$ cat config.mk
export PLATFORM = sky130hd
export DESIGN_NAME = xpm_frac_mul
export DESIGN_NICKNAME = d
export VERILOG_FILES = /design/src/rtl/xpm_pkg.sv /design/src/rtl/xpm_ctrl.sv /design/src/rtl/xpm_pmul.sv /design/src/rtl/xpm_acc.sv /design/src/rtl/xpm_frac_mul.sv
export SDC_FILE = /design/constraint.sdc
export NUM_CORES = 2
export LEC_CHECK = 0
export ABC_AREA = 1
export BUFFER_PORTS_ARGS = -buffer_cell sky130_fd_sc_hd__buf_2
export CORE_UTILIZATION = 31
export CTS_CLUSTER_DIAMETER = 50
export CTS_CLUSTER_SIZE = 30
export DETAILED_ROUTE_END_ITERATION = 10
export GPL_TIMING_DRIVEN = 0
export PLACE_DENSITY = 0.45
export SLEW_MARGIN = 30
export SYNTH_ARGS = -nofsm -noshare
export SYNTH_HDL_FRONTEND = slang
export SYNTH_HIERARCHICAL = 1
export SYNTH_SLANG_ARGS = --single-unit
export TNS_END_PERCENT = 1
$ cat constraint.sdc
create_clock -name clk -period 17.6 [get_ports clk]
set_input_delay 0.88 -clock clk [delete_from_list [all_inputs] [get_ports clk]]
set_output_delay 0.88 -clock clk [all_outputs]
set_load 0.02 [all_outputs]
$ cat src/rtl/xpm_pkg.sv
package xpm_pkg;
  localparam int unsigned HALF_W = 32;
  localparam int unsigned WORD_W = 2 * HALF_W;
  localparam int unsigned PROD_W = 2 * HALF_W + 2;
  localparam int unsigned ACC_W  = 80;

  typedef enum logic [2:0] {
    ST_IDLE  = 3'd0,
    ST_LL    = 3'd1,
    ST_HL    = 3'd2,
    ST_LH    = 3'd3,
    ST_HH    = 3'd4,
    ST_ADDLO = 3'd5,
    ST_ADDHI = 3'd6
  } xpm_state_e;

  // Extend one 32-bit half to 33 bits, signed (upper half) or unsigned (lower half).
  function automatic logic [HALF_W:0] ext_half(input logic [HALF_W-1:0] h, input logic is_signed);
    return {is_signed & h[HALF_W-1], h};
  endfunction

  // Signed product of two 33-bit extended halves.
  function automatic logic signed [PROD_W-1:0] mul_half(input logic [HALF_W:0] x, input logic [HALF_W:0] y);
    logic signed [PROD_W-1:0] xw, yw;
    xw = $signed({{(PROD_W-HALF_W-1){x[HALF_W]}}, x});
    yw = $signed({{(PROD_W-HALF_W-1){y[HALF_W]}}, y});
    return xw * yw;
  endfunction

  // Bring the accumulated cross sum into the weight of the doubled high product.
  function automatic logic [WORD_W-1:0] align_cross(input logic [ACC_W-1:0] acc);
    logic signed [ACC_W-1:0] s;
    s = $signed(acc) >>> (HALF_W - 1);
    return s[WORD_W-1:0];
  endfunction
endpackage

$ cat src/rtl/xpm_ctrl.sv
module xpm_ctrl
  import xpm_pkg::*;
(
  input  logic       clk,
  input  logic       rst_n,
  input  logic       start,
  input  logic       mode_full,
  output xpm_state_e state,
  output logic       op_load,
  output logic       done
);
  xpm_state_e state_q, state_d;
  logic       done_q;

  assign op_load = (state_q == ST_IDLE) && start;

  always_comb begin
    state_d = state_q;
    unique case (state_q)
      ST_IDLE:  if (start) state_d = mode_full ? ST_LL : ST_HL;
      ST_LL:    state_d = ST_HL;
      ST_HL:    state_d = ST_LH;
      ST_LH:    state_d = ST_HH;
      ST_HH:    state_d = ST_ADDLO;
      ST_ADDLO: state_d = ST_ADDHI;
      ST_ADDHI: state_d = ST_IDLE;
      default:  state_d = ST_IDLE;
    endcase
  end

  always_ff @(posedge clk) begin
    if (!rst_n) begin
      state_q <= ST_IDLE;
      done_q  <= 1'b0;
    end else begin
      state_q <= state_d;
      done_q  <= (state_q == ST_ADDHI);
    end
  end

  assign state = state_q;
  assign done  = done_q;


  done_single_chk: assert property (@(posedge clk) disable iff (!rst_n) done |=> !done);

  done_after_final_chk: assert property (@(posedge clk) disable iff (!rst_n)
    (state_q == ST_ADDHI) |=> done);

  busy_no_load_chk: assert property (@(posedge clk) disable iff (!rst_n)
    (state_q != ST_IDLE && start) |=> (state_q != ST_LL));
endmodule

$ cat src/rtl/xpm_pmul.sv
module xpm_pmul
  import xpm_pkg::*;
(
  input  logic [WORD_W-1:0]        a,
  input  logic [WORD_W-1:0]        b,
  input  xpm_state_e               state,
  output logic signed [PROD_W-1:0] prod
);
  logic             a_hi, b_hi;
  logic [HALF_W:0]  a_ext, b_ext;

  assign a_hi = (state == ST_HL) || (state == ST_HH);
  assign b_hi = (state == ST_LH) || (state == ST_HH);

  assign a_ext = ext_half(a_hi ? a[WORD_W-1:HALF_W] : a[HALF_W-1:0], a_hi);
  assign b_ext = ext_half(b_hi ? b[WORD_W-1:HALF_W] : b[HALF_W-1:0], b_hi);

  assign prod = mul_half(a_ext, b_ext);

  // the low-by-low product is unsigned and never negative
  always_comb begin
    if (state == ST_LL) ll_sign_chk: assert (!prod[PROD_W-1]);
  end
endmodule

$ cat src/rtl/xpm_acc.sv
module xpm_acc
  import xpm_pkg::*;
(
  input  logic                     clk,
  input  logic                     rst_n,
  input  logic                     clear,
  input  xpm_state_e               state,
  input  logic signed [PROD_W-1:0] prod,
  output logic [WORD_W-1:0]        result
);
  localparam int unsigned GUARD_LO = PROD_W + 1;

  logic [ACC_W-1:0]  acc_q;
  logic [WORD_W-1:0] hh_q, res_q, hh_dbl, al;
  logic [HALF_W-1:0] lo_q;
  logic              cy_q;
  logic [HALF_W:0]   lo_sum;
  logic [HALF_W-1:0] hi_sum;

  assign hh_dbl = {hh_q[WORD_W-2:0], 1'b0};
  assign al     = align_cross(acc_q);
  assign lo_sum = {1'b0, hh_dbl[HALF_W-1:0]} + {1'b0, al[HALF_W-1:0]};
  assign hi_sum = hh_dbl[WORD_W-1:HALF_W] + al[WORD_W-1:HALF_W] + {{(HALF_W-1){1'b0}}, cy_q};

  always_ff @(posedge clk) begin
    if (!rst_n) begin
      acc_q <= '0;
      hh_q  <= '0;
      lo_q  <= '0;
      cy_q  <= 1'b0;
      res_q <= '0;
    end else if (clear) begin
      acc_q <= '0;
    end else begin
      unique case (state)
        ST_LL:    acc_q <= {{(ACC_W-HALF_W){1'b0}}, prod[WORD_W-1:HALF_W]};
        ST_HL,
        ST_LH:    acc_q <= acc_q + {{(ACC_W-PROD_W){prod[PROD_W-1]}}, prod};
        ST_HH:    hh_q  <= prod[WORD_W-1:0];
        ST_ADDLO: {cy_q, lo_q} <= lo_sum;
        ST_ADDHI: res_q <= {hi_sum, lo_q};
        default:  ;
      endcase
    end
  end

  assign result = res_q;


  no_overflow_chk: assert property (@(posedge clk) disable iff (!rst_n)
    acc_q[ACC_W-1:GUARD_LO] == {(ACC_W-GUARD_LO){acc_q[GUARD_LO-1]}});
endmodule

$ cat src/rtl/xpm_frac_mul.sv
module xpm_frac_mul
  import xpm_pkg::*;
(
  input  logic        clk,
  input  logic        rst_n,
  input  logic        start,
  input  logic        mode_full,
  input  logic [63:0] op_a,
  input  logic [63:0] op_b,
  output logic [63:0] result,
  output logic        done
);
  xpm_state_e               state;
  logic                     op_load;
  logic [WORD_W-1:0]        opa_q, opb_q;
  logic                     mode_q;
  logic signed [PROD_W-1:0] prod;

  always_ff @(posedge clk) begin
    if (!rst_n) begin
      opa_q  <= '0;
      opb_q  <= '0;
      mode_q <= 1'b0;
    end else if (op_load) begin
      opa_q  <= op_a;
      opb_q  <= op_b;
      mode_q <= mode_full;
    end
  end

  xpm_ctrl u_ctrl (
    .clk(clk), .rst_n(rst_n), .start(start), .mode_full(mode_full),
    .state(state), .op_load(op_load), .done(done)
  );

  xpm_pmul u_pmul (.a(opa_q), .b(opb_q), .state(state), .prod(prod));

  xpm_acc u_acc (
    .clk(clk), .rst_n(rst_n), .clear(op_load), .state(state),
    .prod(prod), .result(result)
  );


  result_hold_chk: assert property (@(posedge clk) disable iff (!rst_n) !done |-> $stable(result));

  ops_frozen_chk: assert property (@(posedge clk) disable iff (!rst_n)
    (state != ST_IDLE) |=> ($stable(opa_q) && $stable(opb_q) && $stable(mode_q)));
  // fast mode never visits the low-by-low step
  fast_skip_chk: assert property (@(posedge clk) disable iff (!rst_n)
    (state == ST_IDLE && start && !mode_full) |=> (state == ST_HL));
endmodule

==> results.md <==
* Status: finished, violations left
* Failing checks: design-rule violations
* Synth Area in Compound Gates at 6.811%
* F_max at 72.42 MHz
* CTS HTree Levels at 2
* Initial DRC Count at ~6k
* Final wirelength at 304.0 mm
* Cell variety after synth at 53
* Final GP Congestion at roughly 1
* IO Port Bufs at 196
* Hold Path Class: flop to flop
* Layout cells sized above 1 at 8.330%
* # setup viols final at 0
* Max Root-Sink Buffers at 3
* Worst Tran Pin Value at 1258 ps
* Number of synthesized flops with an enable pin at 0
* R2R setup slack at 3790 ps
* Worst Setup End Kind: flop
* Sink Count at 372
* I/O pins at 197
* Buffers and inverters on the worst path at 8
* Vias in the first global route at between 60k and 70k
* Fillers at about 23k
* Seq/Total Area, Yosys at between 10 and 15%
* Setup TNS at 0 ps
* Top_reg_cell synth: dfxtp_1
* Arr. time, crit path at 14440 ps
* Largest family of logic cells by synthesized area: adder cells
* Fin crit share at 78.45%
* Post-Synth Adder-Cell Area at 41.50%
* Final worst setup slack at 3792 ps
* Asr flop ratio synth at 0%
* Share of the synthesized area in the top cell type at 34.75%
* CTS Buf Count at 58
* Placed cell areas at between 70000 and 80000 um^2
* Total iterations of the first detailed-routing run at 9
* Synth Area in Simple Gates at ~25%
* Syn Inst Count at 9284
* Max Fanout on Critical Path at 14
* Area Growth Syn to Fin at 10.25%
* Final Hold Viols at 0
* Synth warn at 6
* Pin count of the biggest net entering global routing at 20
* Place WS at around 4000 ps
* Final Cell Area at approximately 73000 um^2
* Worst-Skew Late Latency at 710 ps
* Synth Register Bits at 372
* Worst-path clk slew at 70 ps
* Die ar. at approximately 220000 um^2
* Slew HR at 15.88%
* Initial antenna violation count at 27
* Initial core utilization at 31.21%
* Hold_ws at 460.8 ps
* Max Transition Viols Final at 0
* WL/cell at 24.46 um
* RSZ-0062 raised after global routing: no
* Vias per cell at between 4 and 5
* CP max stage cell: fa_2
* Top cell type by total area after synthesis: fa_1
* Final HPWL from detailed placement at 263.9 mm
* Chip width at 464.1 um
* Critical path type: flop to flop
* FF+latch area at 7447 um^2
* Worst EP required at 18240 ps
* Post-layout min period at roughly 14000 ps
* DRC violations left at between 100 and 150
* Mux contribution to synthesized area at 0%
* Routed via count at roughly 61k
* Rows at 169
* Die Height at roughly 460 um
* GRT overflow at 0
* R2r endpoint: u_acc/acc_q[67]
* XOR/XNOR share of the synthesized area at 1.270%
* Nets at 11.18k
* Startpoint Class: flop
* Core area at roughly 210000 um^2
* Netlist Area Pre-Place at 66190 um^2
* Critical path origin: u_ctrl/state[1]
* CTS tree: yes
* Synth top area cells: fa_1 35%, nand2_1 14%, inv_1 12%, dfxtp_1 11%, nor2_1 7.0%
* Syn Area/Cell at 7.130 um^2
* First-pass GRT wire length at 434.6 mm
* Post-CTS resize count at 0
* Antenna-violating nets left at 0
* Reg2reg path depth at just over 40
* Post-CTS Hold Buffers at 0
* Critical Path Stages at 41
* Worst Setup EP: u_acc/acc_q[67]
* Crit path max-delay family: adder cells
* Clock skew at 45.07 ps
* Reg-to-Reg Start: u_ctrl/state[1]
* Root buf cell: clkbuf_16
* Multi-input gate area at around 50000 um^2
* Net count after synthesis at 10.92k
* Largest stage delay, worst path at around 1000 ps
* Max-cap viol count at 0
* Total GRT Usage at 28.20%
* Postcts setup bufs at 0
-- synth_stat cells, types with 22 or more instances --
master and number:
dfxtp_1 372, xor2_1 85, nor2_1 1241, nand2_1 2385, ha_1 357, nand4_1 46
clkbuf_1 95, o21ai_1 35, o21bai_1 29, nand3_1 218, nor2_2 44, buf_2 182
inv_1 2036, o21ai_0 263, o21ai_4 22, inv_2 58, a21oi_1 363, nor3_1 35
fa_1 1149, nand2_2 54
-- final cells by class --
type / count / share of cell area, %
Antenna cell: 15 / 0.05144
Buffer: 300 / 1.996
Clock buffer: 62 / 2.037
Clock inverter: 47 / 0.7596
Inverter: 2099 / 10.80
Multi-Input combinational cell: 6513 / 67.90
Sequential cell: 372 / 10.21
Tap cell: 2821 / 4.837
Timing Repair Buffer: 199 / 1.416
-- state kept, by name, indices dropped and copies added (netlist names) --
name and flops:
opa_q 64, opb_q 64, u_acc/acc_q 80, u_acc/cy_q 1, u_acc/hh_q 63, u_acc/lo_q 32
u_acc/result 64, u_ctrl/done 1, u_ctrl/state 3
-- routing by layer --
layer  global-route usage, %  vias up  wire [um]
met2                   41.04     2356     123900
li1                        -    27840          -
met5                       0        -         45
met4                   10.72        6      13010
met3                   5.411      407      25820
met1                   40.86    30360     141200
-- stage by stage --
step	cells	util, %
finish	12430	34.41
global route	12420	34.39
CTS	12410	34.38
detailed placement	12300	33.42
global placement	12300	33.34
floorplan	9284	-
-- kinds of logic after synthesis --
family                   Yosys count
AND/OR/NAND/NOR                 4120
adder cells (fa/ha/maj)         1506
XOR/XNOR                          96
AO/OA/AOI/OAI                    791
flip-flops                       372
buffers and inverters           2399
-- how the worst min path moves through the flow --
stage / to / startpoint / depth (start not counted) / slack (ps)
global route: opb_q[47] / op_b[47] / 5 / 440
floorplan: u_acc/result[20] / u_acc/lo_q[20] / 2 / 420
detailed placement: u_acc/result[9] / u_acc/lo_q[9] / 2 / 450
global placement: u_acc/result[14] / u_acc/lo_q[14] / 2 / 450
finish: u_acc/result[9] / u_acc/lo_q[9] / 2 / 460
CTS: opa_q[44] / op_a[44] / 5 / 410
-- worst reg2reg max path, delay by kind of cell (launching register included) --
| kind | cells | cell delay [ps] |
|---|---|---|
| DFF | 1 | 880 |
| AOI/OAI and AO/OA | 2 | 380 |
| buffers and inverters | 8 | 1870 |
| and+or+nand+nor | 21 | 4570 |
| adders and majority gates | 10 | 6050 |
-- cells in the final DEF, fill, tap and decap left out, types with 29 or more instances in the layout --
cell type / Yosys / layout
nand2_1: 2385 / 2385
inv_1: 2036 / 2036
nor2_1: 1241 / 1239
fa_1: 1149 / 1147
buf_2: 182 / 378
dfxtp_1: 372 / 372
a21oi_1: 363 / 363
ha_1: 357 / 357
o21ai_0: 263 / 262
nand3_1: 218 / 218
clkbuf_1: 95 / 90
xor2_1: 85 / 76
clkbuf_16: 0 / 58
inv_2: 58 / 58
nand2_2: 54 / 54
nand4_1: 46 / 46
nor2_2: 44 / 45
nor3_1: 35 / 35
o21ai_2: 20 / 30
o21bai_1: 29 / 29
Power is left out: the tool's default activity adds up to more than one toggle a clock period on the data nets, which glitch-free logic cannot reach.
